===== config.mk =====
export PLATFORM = sky130hd
export DESIGN_NAME = reset_cause_flags
export DESIGN_NICKNAME = d
export VERILOG_FILES = /design/src/rtl/rcf_pkg.sv /design/src/rtl/rcf_arbiter.sv /design/src/rtl/rcf_flag_reg.sv /design/src/rtl/rcf_pack.sv /design/src/rtl/reset_cause_flags.sv
export SDC_FILE = /design/constraint.sdc
export NUM_CORES = 1
export LEC_CHECK = 0
export ABC_CLOCK_PERIOD_IN_PS = 5200
export BUFFER_PORTS_ARGS = -buffer_cell sky130_fd_sc_hd__buf_2
export CAP_MARGIN = 20
export CORE_AREA = 8 8 45 47
export DETAILED_ROUTE_END_ITERATION = 16
export DIE_AREA = 0 0 53 55
export GPL_TIMING_DRIVEN = 0
export PLACE_DENSITY = 0.82
export SETUP_SLACK_MARGIN = 0.3
export SKIP_CTS_REPAIR_TIMING = 1
export SLEW_MARGIN = 20
export SYNTH_ARGS = -nofsm -noshare
export SYNTH_HDL_FRONTEND = slang
export SYNTH_HIERARCHICAL = 1
export SYNTH_SLANG_ARGS = --single-unit

===== constraint.sdc =====
create_clock -name clk -period 5.2 [get_ports clk]
set_input_delay 0.26 -clock clk [delete_from_list [all_inputs] [get_ports clk]]
set_output_delay 0.26 -clock clk [all_outputs]
set_load 0.05 [all_outputs]

===== src/rtl/rcf_pkg.sv =====
package rcf_pkg;

    localparam int POR_POS = 1;
    localparam int BOR_POS = 0;
    localparam int STAT_W  = 4;

    typedef enum logic [2:0] {
        K_NONE,
        K_POR,
        K_BOR,
        K_WDT_WAKE,
        K_WDT_RST,
        K_PIN_SLEEP,
        K_PIN_RST
    } rst_kind_e;

    typedef enum logic [1:0] {
        I_NONE,
        I_SLEEP,
        I_CLR
    } instr_e;

    typedef struct packed {
        logic por;
        logic bor;
        logic to;
        logic pd;
    } flags_t;

    localparam flags_t FLAGS_PWR_ON = '{por: 1'b0, bor: 1'b0, to: 1'b1, pd: 1'b1};

    function automatic flags_t apply_reset(input rst_kind_e k, input flags_t f);
        flags_t n;
        n = f;
        case (k)
            K_POR:       n = FLAGS_PWR_ON;
            K_BOR:       begin n.bor = 1'b0; n.to = 1'b1; n.pd = 1'b1; end
            K_WDT_WAKE:  begin n.to = 1'b0; n.pd = 1'b0; end
            K_WDT_RST:   n.to = 1'b0;
            K_PIN_SLEEP: begin n.to = 1'b1; n.pd = 1'b0; end
            default:     n = f;
        endcase
        return n;
    endfunction

    function automatic logic kind_clears_en(input rst_kind_e k);
        return (k == K_POR) || (k == K_BOR);
    endfunction

endpackage


===== src/rtl/rcf_arbiter.sv =====
module rcf_arbiter
    import rcf_pkg::*;
#(
    parameter int BORCFG_W = 2
) (
    input  logic                ev_pwr_on,
    input  logic                ev_brown,
    input  logic                ev_wdt_rst,
    input  logic                ev_wdt_wake,
    input  logic                ev_pin_rst,
    input  logic                ev_pin_sleep,
    input  logic                ev_sleep_op,
    input  logic                ev_wdt_clr,
    input  logic                asleep,
    input  logic [BORCFG_W-1:0] bor_cfg,
    output rst_kind_e           kind,
    output instr_e              instr
);

    logic bor_on;
    assign bor_on = |bor_cfg;

    always_comb begin
        if (ev_pwr_on)
            kind = K_POR;
        else if (ev_brown && bor_on)
            kind = K_BOR;
        else if (ev_wdt_wake || (ev_wdt_rst && asleep))
            kind = K_WDT_WAKE;
        else if (ev_wdt_rst)
            kind = K_WDT_RST;
        else if (ev_pin_sleep || (ev_pin_rst && asleep))
            kind = K_PIN_SLEEP;
        else if (ev_pin_rst)
            kind = K_PIN_RST;
        else
            kind = K_NONE;
    end

    always_comb begin
        if (kind != K_NONE)
            instr = I_NONE;
        else if (ev_sleep_op)
            instr = I_SLEEP;
        else if (ev_wdt_clr)
            instr = I_CLR;
        else
            instr = I_NONE;
    end

endmodule


===== src/rtl/rcf_flag_reg.sv =====
module rcf_flag_reg
    import rcf_pkg::*;
(
    input  logic      clk,
    input  logic      rst,
    input  rst_kind_e kind,
    input  instr_e    instr,
    input  logic      wr_en,
    input  logic      wr_por,
    input  logic      wr_bor,
    input  logic [1:0] wr_en_bits,
    output flags_t    flags,
    output logic [1:0] en_bits
);

    flags_t     f_nxt;
    logic [1:0] e_nxt;

    always_comb begin
        f_nxt = flags;
        e_nxt = en_bits;
        if (kind != K_NONE) begin
            f_nxt = apply_reset(kind, flags);
            if (kind_clears_en(kind))
                e_nxt = 2'b00;
        end else begin
            if (wr_en) begin
                if (wr_por) f_nxt.por = 1'b1;
                if (wr_bor) f_nxt.bor = 1'b1;
                e_nxt = wr_en_bits;
            end
            case (instr)
                I_SLEEP: begin f_nxt.to = 1'b1; f_nxt.pd = 1'b0; end
                I_CLR:   begin f_nxt.to = 1'b1; f_nxt.pd = 1'b1; end
                default: ;
            endcase
        end
    end

    always_ff @(posedge clk) begin
        if (rst) begin
            flags   <= FLAGS_PWR_ON;
            en_bits <= 2'b00;
        end else begin
            flags   <= f_nxt;
            en_bits <= e_nxt;
        end
    end

    assert_pwr_on_R1: assert property (@(posedge clk) disable iff (rst)
        kind == K_POR |=> !flags.por && flags.to && flags.pd && en_bits == 2'b00);

    assert_brown_R2: assert property (@(posedge clk) disable iff (rst)
        kind == K_BOR |=> !flags.bor && flags.to && flags.pd && en_bits == 2'b00
                          && flags.por == $past(flags.por));

    assert_wdt_rst_R4: assert property (@(posedge clk) disable iff (rst)
        kind == K_WDT_RST |=> !flags.to && flags.pd == $past(flags.pd)
                              && flags.por == $past(flags.por) && flags.bor == $past(flags.bor));

    assert_wdt_wake_R5: assert property (@(posedge clk) disable iff (rst)
        kind == K_WDT_WAKE |=> !flags.to && !flags.pd
                               && flags.por == $past(flags.por) && flags.bor == $past(flags.bor));

    assert_pin_awake_R6: assert property (@(posedge clk) disable iff (rst)
        kind == K_PIN_RST |=> $stable(flags) && $stable(en_bits));

    assert_pin_sleep_R7: assert property (@(posedge clk) disable iff (rst)
        kind == K_PIN_SLEEP |=> flags.to && !flags.pd);

    assert_por_fall_R13: assert property (@(posedge clk) disable iff (rst)
        $fell(flags.por) |-> $past(kind) == K_POR);

    assert_bor_fall_R13: assert property (@(posedge clk) disable iff (rst)
        $fell(flags.bor) |-> ($past(kind) == K_POR || $past(kind) == K_BOR));

endmodule


===== src/rtl/rcf_pack.sv =====
module rcf_pack
    import rcf_pkg::*;
#(
    parameter int CTRL_W = 8
) (
    input  flags_t              flags,
    input  logic [1:0]          en_bits,
    output logic [CTRL_W-1:0]   ctrl_o,
    output logic [STAT_W-1:0]   stat_o
);

    localparam int ENA_POS = CTRL_W - 1;
    localparam int ENB_POS = CTRL_W - 2;

    always_comb begin
        ctrl_o          = '0;
        ctrl_o[ENA_POS] = en_bits[1];
        ctrl_o[ENB_POS] = en_bits[0];
        ctrl_o[POR_POS] = flags.por;
        ctrl_o[BOR_POS] = flags.bor;
    end

    assign stat_o = {flags.to, flags.pd, flags.por, flags.bor};

endmodule


===== src/rtl/reset_cause_flags.sv =====
module reset_cause_flags
    import rcf_pkg::*;
#(
    parameter int CTRL_W   = 8,
    parameter int BORCFG_W = 2
) (
    input  logic                clk,
    input  logic                rst,
    input  logic                ev_pwr_on,
    input  logic                ev_brown,
    input  logic                ev_wdt_rst,
    input  logic                ev_wdt_wake,
    input  logic                ev_pin_rst,
    input  logic                ev_pin_sleep,
    input  logic                ev_sleep_op,
    input  logic                ev_wdt_clr,
    input  logic                asleep,
    input  logic [BORCFG_W-1:0] bor_cfg,
    input  logic                wr_en,
    input  logic [CTRL_W-1:0]   wr_data,
    output logic [CTRL_W-1:0]   ctrl_o,
    output logic [STAT_W-1:0]   stat_o
);

    localparam int ENA_POS = CTRL_W - 1;
    localparam int ENB_POS = CTRL_W - 2;

    rst_kind_e  kind;
    instr_e     instr;
    flags_t     flags;
    logic [1:0] en_bits;

    rcf_arbiter #(.BORCFG_W(BORCFG_W)) u_arb (
        .ev_pwr_on    (ev_pwr_on),
        .ev_brown     (ev_brown),
        .ev_wdt_rst   (ev_wdt_rst),
        .ev_wdt_wake  (ev_wdt_wake),
        .ev_pin_rst   (ev_pin_rst),
        .ev_pin_sleep (ev_pin_sleep),
        .ev_sleep_op  (ev_sleep_op),
        .ev_wdt_clr   (ev_wdt_clr),
        .asleep       (asleep),
        .bor_cfg      (bor_cfg),
        .kind         (kind),
        .instr        (instr)
    );

    rcf_flag_reg u_reg (
        .clk        (clk),
        .rst        (rst),
        .kind       (kind),
        .instr      (instr),
        .wr_en      (wr_en),
        .wr_por     (wr_data[POR_POS]),
        .wr_bor     (wr_data[BOR_POS]),
        .wr_en_bits ({wr_data[ENA_POS], wr_data[ENB_POS]}),
        .flags      (flags),
        .en_bits    (en_bits)
    );

    rcf_pack #(.CTRL_W(CTRL_W)) u_pack (
        .flags   (flags),
        .en_bits (en_bits),
        .ctrl_o  (ctrl_o),
        .stat_o  (stat_o)
    );

    assert_brown_off_R3: assert property (@(posedge clk) disable iff (rst)
        (ev_brown && bor_cfg == '0 && !ev_pwr_on && !ev_wdt_rst && !ev_wdt_wake
         && !ev_pin_rst && !ev_pin_sleep && !ev_sleep_op && !ev_wdt_clr && !wr_en)
        |=> $stable(ctrl_o) && $stable(stat_o));

    assert_ctrl_zero_R11: assert property (@(posedge clk) disable iff (rst)
        ctrl_o[ENB_POS-1:POR_POS+1] == '0);

    assert_prio_R10: assert property (@(posedge clk) disable iff (rst)
        ev_pwr_on |=> ctrl_o[POR_POS] == 1'b0 && stat_o[3:2] == 2'b11);

endmodule


# Yosys cells after proc, flatten, opt, wreduce, memory -nomap -nowiden
# Cells that the tools add are included.
[totals] regBits=6 inputBits=22 out_inout_bits=12 wordCells=59
[classes] n_eq_ne=12 n_mux=21 reduce_logical=21
[ops] operator="two-way mux 3 bit" count=6
[ops] operator="two-way mux 2 bit" count=7
[ops] operator="OR reduction 2 bit" count=4
[ops] operator="== test 3 x 2 -> 1 bit (second input constant)" count=2
[ops] operator="== test 3 bit (second input constant)" count=2
[ops] operator="inequality test 3 bit (second input constant)" count=2
[ops] operator="AND reduction 2 bit" count=3
[ops] operator="AND reduction 3 bit" count=2
[ops] operator="nonzero test 2 bit" count=3
[ops] operator="nonzero test 3 bit" count=2
[ops] operator="two-way mux 1 bit" count=4
[ops] operator="two-way mux 4 bit" count=1
[ops] operator="inequality test 2 x 1 -> 1 bit (second input constant)" count=2
[ops] operator="case mux 1 bit (2 select lines)" count=2
[ops] operator="case mux 2 bit (2 select lines)" count=1
[ops] operator="== test 3 x 1 -> 1 bit (second input constant)" count=1
[ops] operator="logical AND 1 bit" count=3
[ops] operator="logical OR 1 bit" count=3
[ops] operator="OR reduction 3 bit" count=1
[ops] operator="== test 2 x 1 -> 1 bit (second input constant)" count=1
[ops] operator="== test 2 bit (second input constant)" count=1
[ops] operator="inequality test 2 bit (second input constant)" count=1

# Logic depth before layout (Yosys ltp)
[depth] depth_word=12 ltp_mapped=6 depth_no_buf=6

# By module
# Netlist, hierarchy kept.
[modules_own_cells] module="rcf_flag_reg" n_inst=1 cells_per_inst=33 area_per_inst_um2=294.0 seq_area_each_um2=120.1
[modules_own_cells] module="rcf_arbiter" n_inst=1 cells_per_inst=15 area_per_inst_um2=110.1 seq_area_each_um2=0.0
[modules_own_cells] module="rcf_pack" n_inst=1 cells_per_inst=13 area_per_inst_um2=93.8 seq_area_each_um2=0.0

# Worst setup path after synthesis
# OpenSTA, ideal clock, no wires.
[synth_path] path_kind="input port to flip-flop" startpoint="in ev_wdt_rst" endpoint="reg, netlist name u_reg/flags[1]" setup_ns=0.122 t_arrival_ns=1.745 path_slack_ns=3.333 path_stages=5 cell_sequence="or3_4 > nor2b_1 > or3_4 > or2_0 > a221o_1"
[synth_between] elab_chain_cells=10 word_cells_on_any_way=22
[synth_rtl] element="start, declared" line_no="reset_cause_flags.sv:11" rtl="input logic ev_wdt_rst,"
[synth_rtl] element="logical AND 1 bit" line_no="rcf_arbiter.sv:28" rtl="else if (ev_wdt_wake || (ev_wdt_rst && asleep))"
[synth_rtl] element="logical OR 1 bit" line_no="rcf_arbiter.sv:28"
[synth_rtl] element="two-way mux 3 bit (*)" line_no="rcf_arbiter.sv:28"
[synth_rtl] element="two-way mux 3 bit (*)" line_no="rcf_arbiter.sv:26" rtl="else if (ev_brown && bor_on)"
[synth_rtl] element="two-way mux 3 bit (*)" line_no="rcf_arbiter.sv:24" rtl="if (ev_pwr_on)"
[synth_rtl] element="named net kind[2]" line_no="reset_cause_flags.sv:28" rtl="rst_kind_e kind;"
[synth_rtl] element="nonzero test 3 bit" line_no="rcf_arbiter.sv:41, rcf_flag_reg.sv:22"
[synth_rtl] element="two-way mux 2 bit" line_no="rcf_arbiter.sv:41" rtl="if (kind != K_NONE)"
[synth_rtl] element="== test 2 x 1 -> 1 bit / == test 2 bit (equally long branches)" line_no="rcf_flag_reg.sv:32" rtl="case (instr)"
[synth_rtl] element="nonzero test 3 bit (no source line)"
[synth_rtl] element="AND reduction 2 bit (no source line)"
# The timed path passes the listed nets; every way through them passes the cells marked *.
# A chain may end at the register's enable or synchronous reset.

# Worst setup path after layout
[layout_path] startpoint="in asleep" endpoint="reg u_reg.en_bits[0]"
[layout_between] elab_chain_cells=11 word_cells_on_any_way=17
[layout_rtl] element="start, declared" line_no="reset_cause_flags.sv:17" rtl="input logic asleep,"
[layout_rtl] element="logical AND 1 bit" line_no="rcf_arbiter.sv:32" rtl="else if (ev_pin_sleep || (ev_pin_rst && asleep))"
[layout_rtl] element="logical OR 1 bit" line_no="rcf_arbiter.sv:32"
[layout_rtl] element="two-way mux 3 bit" line_no="rcf_arbiter.sv:32"
[layout_rtl] element="two-way mux 3 bit" line_no="rcf_arbiter.sv:30" rtl="else if (ev_wdt_rst)"
[layout_rtl] element="two-way mux 3 bit (*)" line_no="rcf_arbiter.sv:28"
[layout_rtl] element="two-way mux 3 bit (*)" line_no="rcf_arbiter.sv:26"
[layout_rtl] element="two-way mux 3 bit (*)" line_no="rcf_arbiter.sv:24"
[layout_rtl] element="named net kind[1]" line_no="reset_cause_flags.sv:28"
[layout_rtl] element="== test 3 x 1 -> 1 bit / == test 3 x 2 -> 1 bit (equally long branches)" line_no="rcf_pkg.sv:47" rtl="return (k == K_POR) || (k == K_BOR);"
[layout_rtl] element="logical OR 1 bit" line_no="rcf_pkg.sv:47"
[layout_rtl] element="inequality test 2 x 1 -> 1 bit (no source line)"
[layout_rtl] element="AND reduction 2 bit (no source line)"
[layout_rtl] element="end signal, assigned" line_no="rcf_flag_reg.sv:46" rtl="en_bits <= e_nxt;"
[layout_rtl] element="end, declared" line_no="rcf_flag_reg.sv:13" rtl="output logic [1:0] en_bits"
# Marked as above.

==> results.md <==
* Status: finished, final reports clean
* DP HPWL at 1170 microns
* Critical path type: in -> reg
* Hold path start: wr_data[7]
* Clk sink count at 6
* CP cell instances: buf_2 > or4b_1 > a31oi_1 > nor2_1 > and3_1 > a22o_1
* Register area share after synthesis at 0.241
* Critical Path AT at 2100 ps
* CTS Buf Count at 3
* R2R Setup Slk at 4450 ps
* Slowest library cell on the worst path: or4b_1
* Setup_tns at 0 ps
* Vias in the first global route at 564
* Cell depth of the worst flop-to-flop path at 1
* Syn Std Cell Area at 498 sq um
* Final Util at 0.489
* Worst min-delay path class: in -> reg
* Synth top area share at 0.241
* Global-route wire length before repair at 2220 microns
* Critical Path End Type: register
* Final worst path period need at 1980 ps
* Leakage power at 0.332 nW
* Total Routing Usage GR at 0.0995
* Vias at 559
* CTS tree: built
* Die outline width at 53 microns
* Cells after Synth at 61
* Max_slew headroom at 0.608
* Dpl ws at 3040 ps
* DR vias/cell at 5.18
* Worst setup SP type: primary input
* CP max FO at 8
* Mean Syn Cell Area at 8.16 sq um
* Clock Path Buffers at 2
* Clock slew at reported path FFs at 50 ps
* Area contributors post-synth: dfxtp_1 24%, buf_4 18%, nor4_2 5.0%
* GRT overflow at 0
* H-tree levels at 1
* Unrepaired setup endpoints after global routing: no
* Critical path origin: asleep
* Starting DRT DRC Count at 23
* Worst Path Required at 5330 ps
* # port buffers at 25
* DRC viols at 0
* Nets at 116
* Min Hold Slack at 256 ps
* PwrDens at 213 nW/um^2
* Worst-Margin Slew at 585 ps
* Reg-to-Reg End: u_reg/flags[1]
* MaxCap Viol Count at 0
* Final setup violation count at 0
* Fin. Hold Viols at 0
* Final wirelength at 1410 microns
* Root Driver: clkbuf_4
* # diodes at 0
* Area leader, netlist: dfxtp_1
* Setup ws final at 3220 ps
* Fmax at 0.506 GHz
* Skew-Pair Late Insertion Delay at 240 ps
* Post-route clock period utilization at 0.380
* Largest net degree at the start of global routing at 10
* Yosys warns at 6
* Slew Limit Fails at 0
* Clk_skew at 0 ps
* Area Overhead vs Synth at 35.9%
* IO Count at 34
* Global placement routability congestion at 0.757
* VDD IR-drop max at 0.0697 mV
* Core ar. at 1380 sq um
* Initial antenna violation count at 0
* FILL cells at 141
* Register bit total from synthesis at 6
* Wirelength per Cell at 13.0 microns
* DRT Pass-1 Iters at 4
* Die Span Y at 55 microns
* Initial Utilization at 0.360
* Die area at 2920 sq um
* Worst setup path end: u_reg/en_bits[0]
* Post-synth cell types at 27
* Antenna Nets Post-Route at 0
* Site Rows at 14
* Reg2Reg Launch Point: u_reg/flags[1]
* Slowest stage delay, CP at 540 ps
* Share of layout cells above drive strength 1 at 0.478
[layer usage]
metal | up-vias | track usage | wire (microns)
li1 | 272 | - | -
met1 | 258 | 0.0883 | 496
met2 | 25 | 0.193 | 792
met3 | 4 | 0.0267 | 103
met4 | 0 | 0.0647 | 14
met5 | - | 0 | 0
[state kept, by name (all words and copies together), names as in the netlist]
signal and count:
u_reg/flags 4, u_reg/en_bits 2
[worst min path at each step]
| stage | end | cells after the start |
|---|---|---|
| floorplan | u_reg/flags[3] | 1 |
| global placement | u_reg/en_bits[1] | 1 |
| detailed placement | u_reg/flags[0] | 1 |
| CTS | u_reg/en_bits[1] | 2 |
| global route | u_reg/en_bits[0] | 2 |
| finish | u_reg/en_bits[1] | 2 |
[cell usage after synthesis]
cell,number
nor3_1,1
nor4_2,2
or3_4,2
buf_4,12
a221o_1,2
a211oi_1,1
nand2_1,2
a31oi_1,2
o21ai_1,1
xor2_1,1
dfxtp_1,6
o21ai_0,4
or2_0,1
nor2b_1,1
a21oi_1,4
o2bb2ai_1,1
a41oi_1,1
and3_1,1
conb_1,1
or3_1,1
nand3b_1,2
nand2b_1,3
nor2_1,3
a21o_1,1
or4b_1,1
a22o_1,2
inv_1,2
[per-stage QoR]
stage          total power (W)  area (sq um)  instances
6_report              0.000144           677        108
5_1_grt               0.000152           677        108
4_1_cts               0.000146           677        108
3_5_place_dp          0.000101           654        105
3_3_place_gp         0.0000994           654        105
2_1_floorplan        0.0000872           509         64
[report_power, final]
| part | switching (W) | internal [W] | leakage (nW) |
|---|---|---|---|
| combinational | 0.0000319 | 0.0000191 | 0.270 |
| clock | 0.0000176 | 0.0000262 | 0.0138 |
| sequential | 0.00000127 | 0.0000484 | 0.0490 |
[cells in the final DEF (no fill, tap or decap), drive strengths merged]
master / netlist / final
o2bb2ai: 1 / 1
or3: 3 / 3
inv: 2 / 2
nand2: 2 / 2
nor3: 1 / 1
a221o: 2 / 2
a21o: 1 / 1
nand3b: 2 / 2
or4b: 1 / 1
xor2: 1 / 1
clkbuf: 0 / 3
o21ai: 5 / 5
nor2: 3 / 3
a21oi: 4 / 4
nor2b: 1 / 1
dfxtp: 6 / 6
a31oi: 2 / 2
and3: 1 / 1
or2: 1 / 1
nand2b: 3 / 3
a211oi: 1 / 1
a22o: 2 / 2
conb: 1 / 4
nor4: 2 / 2
a41oi: 1 / 1
buf: 12 / 37
[kinds of logic after synthesis]
| logic type | Yosys count | synth area share |
|---|---|---|
| other | 1 | 0.00753 |
| xor gates and xnor gates | 1 | 0.0176 |
| DFF | 6 | 0.241 |
| AOI/OAI and AO/OA | 19 | 0.256 |
| and+or+nand+nor | 20 | 0.281 |
| buffers and inverters | 14 | 0.196 |
[critical path: cells and delay by family]
kind	cells	cell delay (ps)
AND/OR/NAND/NOR	3	980
AO/OA/AOI/OAI	2	750
buffers and inverters	1	110
[area by class of cell]
cell class	instances	area (sq um)	area share
timing repair buffer	25	125	0.185
tap	16	20.0	0.0296
buffer	12	90.1	0.133
multi-input combinational	44	292	0.431
sequential	6	120	0.177
clock buffer	3	22.5	0.0333
inverter	2	7.51	0.0111
Note: power is estimated with default switching activity, not from simulation.
